==> src/rtl/tdm_rx_pkg.sv <==
package tdm_rx_pkg;

    // One sampled bit period as seen by the framer.
    typedef struct packed {
        logic tick;     // a sampling edge of the bit clock occurred
        logic fs_edge;  // the active sync edge was seen at this tick
        logic sd;       // data bit sampled at this tick
    } rx_bit_t;

    // One-cycle frame-sync fault pulses.
    typedef struct packed {
        logic late;
        logic early;
    } fs_err_t;

    function automatic logic clk_edge(logic now, logic prev, logic rise);
        return rise ? (now && !prev) : (!now && prev);
    endfunction

    function automatic logic sync_edge(logic now, logic prev, logic act);
        return (now == act) && (prev != act);
    endfunction

endpackage

==> src/rtl/tdm_rx_sync.sv <==
module tdm_rx_sync
    import tdm_rx_pkg::*;
#(
    parameter int unsigned STAGES = 2
) (
    input  logic    clk,
    input  logic    rst,
    input  logic    cfg_fs_rise,
    input  logic    cfg_sample_rise,
    input  logic    bck_i,
    input  logic    fs_i,
    input  logic    sd_i,
    output rx_bit_t bit_o
);
    localparam int unsigned LANES = 3;

    logic [LANES-1:0] raw;
    logic [LANES-1:0] synced;
    assign raw = {bck_i, fs_i, sd_i};

    genvar g;
    generate
        for (g = 0; g < LANES; g++) begin : g_lane
            logic [STAGES-1:0] chain;
            always_ff @(posedge clk) begin
                if (rst) chain <= '0;
                else     chain <= {chain[STAGES-2:0], raw[g]};
            end
            assign synced[g] = chain[STAGES-1];
        end
    endgenerate

    logic bck_prev;
    logic fs_prev;
    logic tick;

    assign tick = clk_edge(synced[2], bck_prev, cfg_sample_rise);

    always_ff @(posedge clk) begin
        if (rst) begin
            bck_prev <= 1'b0;
            fs_prev  <= ~cfg_fs_rise;
        end else begin
            bck_prev <= synced[2];
            if (tick) fs_prev <= synced[1];
        end
    end

    always_comb begin
        bit_o.tick    = tick;
        bit_o.fs_edge = tick && sync_edge(synced[1], fs_prev, cfg_fs_rise);
        bit_o.sd      = synced[0];
    end
endmodule

==> src/rtl/tdm_rx_framer.sv <==
module tdm_rx_framer
    import tdm_rx_pkg::*;
#(
    parameter int unsigned SLOT_W  = 32,
    parameter int unsigned N_SLOTS = 4,
    parameter int unsigned SIW     = 2
) (
    input  logic              clk,
    input  logic              rst,
    input  logic              cfg_offset,
    input  rx_bit_t           bit_i,
    output logic              word_vld,
    output logic [SLOT_W-1:0] word,
    output logic [SIW-1:0]    word_slot,
    output fs_err_t           err_p
);
    localparam int unsigned FRAME_LEN = SLOT_W * N_SLOTS;
    localparam int unsigned PW        = $clog2(FRAME_LEN);
    localparam logic [PW-1:0] LAST    = PW'(FRAME_LEN - 1);
    localparam logic [PW-1:0] SLOT_LAST = PW'(SLOT_W - 1);

    logic              aligned;
    logic              start_pend;
    logic              seen;
    logic [PW-1:0]     since;
    logic [PW-1:0]     pos;
    logic [SLOT_W-1:0] shreg;

    logic          early_now, late_now, start_now, cont, shift_en;
    logic [PW-1:0] cur_pos;

    always_comb begin
        early_now = bit_i.fs_edge && seen && (since < LAST);
        late_now  = bit_i.tick && !bit_i.fs_edge && seen && (since == LAST);
        start_now = bit_i.tick && ((bit_i.fs_edge && !cfg_offset) || start_pend);
        cont      = bit_i.tick && aligned && !start_now && !early_now && !late_now;
        shift_en  = start_now || cont;
        cur_pos   = start_now ? '0 : pos;
        word      = {shreg[SLOT_W-2:0], bit_i.sd};
        word_vld  = shift_en && ((cur_pos % PW'(SLOT_W)) == SLOT_LAST);
        word_slot = SIW'(cur_pos / PW'(SLOT_W));
        err_p.late  = late_now;
        err_p.early = early_now;
    end

    always_ff @(posedge clk) begin
        if (rst) begin
            aligned    <= 1'b0;
            start_pend <= 1'b0;
            seen       <= 1'b0;
            since      <= '0;
            pos        <= '0;
            shreg      <= '0;
        end else if (bit_i.tick) begin
            start_pend <= bit_i.fs_edge && cfg_offset;
            if (bit_i.fs_edge) begin
                seen  <= 1'b1;
                since <= '0;
            end else if (late_now) begin
                seen <= 1'b0;
            end else if (seen && since != LAST) begin
                since <= since + 1'b1;
            end
            if (shift_en) begin
                shreg   <= word;
                pos     <= cur_pos + 1'b1;
                aligned <= (cur_pos != LAST);
            end else if (early_now || late_now) begin
                aligned <= 1'b0;
            end
        end
    end
endmodule

==> src/rtl/tdm_rx_outreg.sv <==
module tdm_rx_outreg
    import tdm_rx_pkg::*;
#(
    parameter int unsigned SLOT_W = 32,
    parameter int unsigned SIW    = 2
) (
    input  logic              clk,
    input  logic              rst,
    input  logic              word_vld,
    input  logic [SLOT_W-1:0] word,
    input  logic [SIW-1:0]    word_slot,
    input  fs_err_t           err_p,
    input  logic              err_clear,
    input  logic              out_ready,
    output logic              out_valid,
    output logic [SLOT_W-1:0] out_data,
    output logic [SIW-1:0]    out_slot,
    output logic              err_late,
    output logic              err_early,
    output logic              err_overrun
);
    logic ovr_p;
    assign ovr_p = word_vld && out_valid && !out_ready;

    always_ff @(posedge clk) begin
        if (rst) begin
            out_valid   <= 1'b0;
            out_data    <= '0;
            out_slot    <= '0;
            err_late    <= 1'b0;
            err_early   <= 1'b0;
            err_overrun <= 1'b0;
        end else begin
            if (word_vld) begin
                out_valid <= 1'b1;
                out_data  <= word;
                out_slot  <= word_slot;
            end else if (out_ready) begin
                out_valid <= 1'b0;
            end
            err_late    <= (err_late    && !err_clear) || err_p.late;
            err_early   <= (err_early   && !err_clear) || err_p.early;
            err_overrun <= (err_overrun && !err_clear) || ovr_p;
        end
    end
endmodule

==> src/rtl/tdm_slave_rx.sv <==
module tdm_slave_rx
    import tdm_rx_pkg::*;
#(
    parameter int unsigned SLOT_W      = 32,
    parameter int unsigned N_SLOTS     = 4,
    parameter int unsigned SYNC_STAGES = 2,
    localparam int unsigned SIW = (N_SLOTS > 1) ? $clog2(N_SLOTS) : 1
) (
    input  logic              clk,
    input  logic              rst,
    input  logic              cfg_fs_rise,
    input  logic              cfg_offset,
    input  logic              cfg_sample_rise,
    input  logic              err_clear,
    input  logic              bck_i,
    input  logic              fs_i,
    input  logic              sd_i,
    input  logic              out_ready,
    output logic              out_valid,
    output logic [SLOT_W-1:0] out_data,
    output logic [SIW-1:0]    out_slot,
    output logic              err_late,
    output logic              err_early,
    output logic              err_overrun
);
    rx_bit_t           bit_w;
    logic              word_vld;
    logic [SLOT_W-1:0] word;
    logic [SIW-1:0]    word_slot;
    fs_err_t           err_p;

    tdm_rx_sync #(.STAGES(SYNC_STAGES)) u_sync (
        .clk             (clk),
        .rst             (rst),
        .cfg_fs_rise     (cfg_fs_rise),
        .cfg_sample_rise (cfg_sample_rise),
        .bck_i           (bck_i),
        .fs_i            (fs_i),
        .sd_i            (sd_i),
        .bit_o           (bit_w)
    );

    tdm_rx_framer #(.SLOT_W(SLOT_W), .N_SLOTS(N_SLOTS), .SIW(SIW)) u_framer (
        .clk        (clk),
        .rst        (rst),
        .cfg_offset (cfg_offset),
        .bit_i      (bit_w),
        .word_vld   (word_vld),
        .word       (word),
        .word_slot  (word_slot),
        .err_p      (err_p)
    );

    tdm_rx_outreg #(.SLOT_W(SLOT_W), .SIW(SIW)) u_out (
        .clk         (clk),
        .rst         (rst),
        .word_vld    (word_vld),
        .word        (word),
        .word_slot   (word_slot),
        .err_p       (err_p),
        .err_clear   (err_clear),
        .out_ready   (out_ready),
        .out_valid   (out_valid),
        .out_data    (out_data),
        .out_slot    (out_slot),
        .err_late    (err_late),
        .err_early   (err_early),
        .err_overrun (err_overrun)
    );
endmodule

==> config.mk <==
export PLATFORM = sky130hd
export DESIGN_NAME = tdm_slave_rx
export DESIGN_NICKNAME = d
export VERILOG_FILES = /design/src/rtl/tdm_rx_pkg.sv /design/src/rtl/tdm_rx_sync.sv /design/src/rtl/tdm_rx_framer.sv /design/src/rtl/tdm_rx_outreg.sv /design/src/rtl/tdm_slave_rx.sv
export SDC_FILE = /design/constraint.sdc
export NUM_CORES = 1
export LEC_CHECK = 0
export ABC_CLOCK_PERIOD_IN_PS = 3900
export BUFFER_PORTS_ARGS = -buffer_cell sky130_fd_sc_hd__buf_2
export CAP_MARGIN = 25
export CORE_MARGIN = 2
export CORE_UTILIZATION = 30
export CTS_BUF_LIST = sky130_fd_sc_hd__clkbuf_2 sky130_fd_sc_hd__clkbuf_4 sky130_fd_sc_hd__clkbuf_8
export CTS_CLUSTER_DIAMETER = 150
export DETAILED_ROUTE_END_ITERATION = 8
export PLACE_DENSITY = 0.48
export SETUP_SLACK_MARGIN = 0.3
export SLEW_MARGIN = 10
export SYNTH_ARGS = -nofsm -noshare
export SYNTH_HDL_FRONTEND = slang
export SYNTH_SLANG_ARGS = --single-unit
==> constraint.sdc <==
create_clock -name clk -period 3.9 [get_ports clk]
set_input_delay 0.39 -clock clk [delete_from_list [all_inputs] [get_ports clk]]
set_output_delay 0.39 -clock clk [all_outputs]
set_load 0.1 [all_outputs]
==> run_results.csv <==
group,metric,value,unit
drt,drtIter0Drc,89,
global_route,grt_max_degree,45,
clock_network,clkSinkCount,94,
logic_synthesis,synth_most_common_cell,"dfxtp_1",
global_route,grt_usage,0.120,
sta,hold_viol,0,
setup_path,crit_arrival,3.27,ns
floorplan,fp.dieW,115,um
setup_path,r2r_slack,0.91,ns
logic_synthesis,syn_avg_cell_area,10.1,um2
pwr,ir_drop,0.170,mV
setup_path,worstSetupPathType,"flop to flop",
logic_synthesis,yosys_most_used_dff,"dfxtp_1",
sta,whs,0.249,ns
setup_path,cp_max_fo,25,
pwr,seqPwrFrac,0.580,
logic_synthesis,synthTopCellsByCount,"dfxtp_1 (93), nand2_1 (82), mux2i_1 (70), clkbuf_1 (13), nor2_1 (13)",
setup_path,crit_start,"u_sync.fs_prev",
floorplan,fp.coreArea,12000,um2
sta,setup_viol,0,
layout,nNetsFinal,421,
setup_path,end_kind,"flop",
drt,wl_per_cell,13.0,um
layout,antenna_cells,0,
clock_network,cts_buffers,9,
worst_hold_path,hold_class,"primary input to flop",
drt,first_pass_iters,4,
clock_network,postCtsHoldBufs,0,
setup_path,r2r_cells,13,
logic_synthesis,synth_fp_nets,377,
place,place_ws,0.734,ns
sta,drv_slew,0,
sta,min_period_over_period,0.765,
place,port_buffers,47,
layout,multiInputGateArea,1630,um2
layout,register_area,1890,um2
global_route,gr-total-overflow,0,
outcome,outcome,"finished clean",
clock_network,clk-insertion-delay-late,0.36,ns
logic_synthesis,yosys_warnings,0,
place,dp_cells,544,
sta,setup_ws,0.915,ns
worst_hold_path,min_from,"fs_i",
sta,finClkSkew,0.0146,ns
sta,rsz0062_at_grt,"false",
logic_synthesis,synth_area_leaders,"dfxtp_1 (51%), mux2i_1 (19%), nand2_1 (8.4%)",
logic_synthesis,synthesis.area,3680,um2
layout,fin_cells,560,
floorplan,die_y,115,um
logic_synthesis,synth-seq-cells,94,
clock_network,cts_setup_buffers,0,
logic_synthesis,syn_inst,364,
sta,tightest_slew,0.777,ns
logic_synthesis,synth.distinct_cells,38,
pwr,p_comb_frac,0.027,
global_route,grt_pass1_wl,12.5,mm
layout,syn2layout_area_growth,14.8,%
clock_network,clockBufferDepth,2,
drt,num_vias,2600,
setup_path,reg2reg_from,"u_sync.fs_prev",
floorplan,die-area,13200,um2
setup_path,critPathRequiredTime,4.18,ns
layout,stdcell_area,4220,um2
place,placed_area,4020,um2
global_route,antenna_found_initial,0,
clock_network,cts_tree,"done",
global_route,grt_pass1_vias,2569,
floorplan,start_util,0.306,
drt,antenna_left,0,
clock_network,post_cts_resized,0,
logic_synthesis,synth_edf_count,1,
logic_synthesis,async_reset_ff_frac,0,
run,cap_viol_max_count,0,
pwr,p_leak,1.81,nW
layout,drive_above_1_share,0.186,
sta,fin_setup_tns,0,ns
drt,viasPerCell,4.64,
floorplan,pin_count,48,
setup_path,endpoint,"u_out.out_data[21]",
floorplan,rows,40,
drt,drc,0,
place,gp_congestion,0.694,
drt,drt-total-wl,7.26,mm
pwr,power_frac_clock,0.393,
pwr,sw_frac_of_total,0.229,
logic_synthesis,netlist.area_leader.share,0.506,
pwr,power_density,396,nW/um2
logic_synthesis,synth_top_area_cell,"dfxtp_1",
sta,fmax,335,MHz
setup_path,cp-start-kind,"flop",
pwr,power.internal,1.29,mW
sta,period_needed,2.99,ns
layout,fillers,1264,
place,dpl.hpwl,4.85,mm
sta,slew_headroom,0.481,
clock_network,path_clk_slew,0.09,ns
pwr,power.switching,0.383,mW
setup_path,timing.rr.end,"u_out.out_data[21]",
clock_network,cts_max_level,3,
logic_synthesis,yosysSeqAreaShare,0.514,
clock_network,root_buffer,"clkbuf_8",
==> flip-flops by register name, summed over array words and instances, names as in the netlist <==
signal / count
u_out.out_data: 32
u_framer.shreg: 31
u_framer.pos: 7
u_framer.since: 7
u_sync.g_lane.chain: 6
u_out.out_slot: 2
u_framer.aligned: 1
u_framer.seen: 1
u_framer.start_pend: 1
u_out.err_early: 1
u_out.err_late: 1
u_out.err_overrun: 1
u_out.out_valid: 1
u_sync.bck_prev: 1
u_sync.fs_prev: 1
==> layout make-up <==
type | instances | share of cell area
tap | 147 | 0.0436
clock inverter | 6 | 0.0160
timing repair buffer | 54 | 0.0711
sequential | 94 | 0.448
multi-input combinational | 244 | 0.386
inverter | 5 | 0.00444
clock buffer | 10 | 0.0311
==> routing by layer <==
metal / GRT usage / routed length [um] / vias to the layer above
met3: 0.0334 / 305 / 6
met2: 0.184 / 3160 / 37
li1: - / - / 1338
met5: 0 / 0 / -
met4: 0.0578 / 97 / 0
met1: 0.155 / 3700 / 1219
==> per-stage QoR <==
stage,utilization,power (mW)
2_1_floorplan,-,1.02
3_3_place_gp,0.335,1.04
3_5_place_dp,0.335,1.04
4_1_cts,0.352,1.70
5_1_grt,0.352,1.75
6_report,0.352,1.67
==> cell usage in the layout, fill, tap and decap left out, drive strengths merged, types with 3 or more instances in the layout <==
cell / instances
nor2: 13
clkbuf: 10
nand2b: 4
a311oi: 3
nor2b: 11
and3: 4
xnor2: 4
ha: 3
nand3b: 3
nand2: 82
a21oi: 8
nand3: 7
buf: 54
mux2i: 70
nand4: 3
o21ai: 5
a211oi: 4
inv: 7
dfxtp: 93
or3: 4
==> logic make-up (layout without fill, tap and decap cells) <==
group | Yosys count | count (layout) | synth area share
buf+inv | 26 | 75 | 0.0429
xor+xnor | 4 | 4 | 0.00953
simple gates | 137 | 137 | 0.173
flops | 94 | 94 | 0.514
fa+ha+maj | 3 | 3 | 0.0102
compound gates | 30 | 30 | 0.0599
mux | 70 | 70 | 0.191
==> power by group through the flow <==
stage               registers [mW]  clock network, mW  logic [mW]
finish                       0.968              0.657      0.0454
global route                 0.969              0.725      0.0510
CTS                          0.968              0.685      0.0466
detailed placement           0.990                  0      0.0465
global placement             0.990                  0      0.0463
floorplan                    0.990                  0      0.0310
==> worst min-delay path by stage <==
| stage | endpoint | slack (ns) | depth (start not counted) |
|---|---|---|---|
| global route | u_sync.g_lane[1].chain[0] | 0.23 | 2 |
| finish | u_sync.g_lane[1].chain[0] | 0.25 | 2 |
| CTS | u_sync.g_lane[1].chain[0] | 0.22 | 2 |
| floorplan | u_sync.g_lane[0].chain[1] | 0.41 | 1 |
| global placement | u_sync.g_lane[1].chain[1] | 0.42 | 1 |
| detailed placement | u_sync.g_lane[2].chain[1] | 0.43 | 1 |
==> worst max-delay path, stage by stage, from the launching register on <==
cell and delay (ns):
edfxtp_1 0.44, or4b_1 0.21, a32oi_1 0.10, buf_4 0.19
nor2b_1 0.17, ha_1 0.25, nand3_1 0.09, nor2_1 0.09
ha_1 0.16, nand2_1 0.06, a311oi_1 0.24, a22o_2 0.43
buf_12 0.27, mux2i_1 0.21
Note: power is estimated with default switching activity, not from simulation.
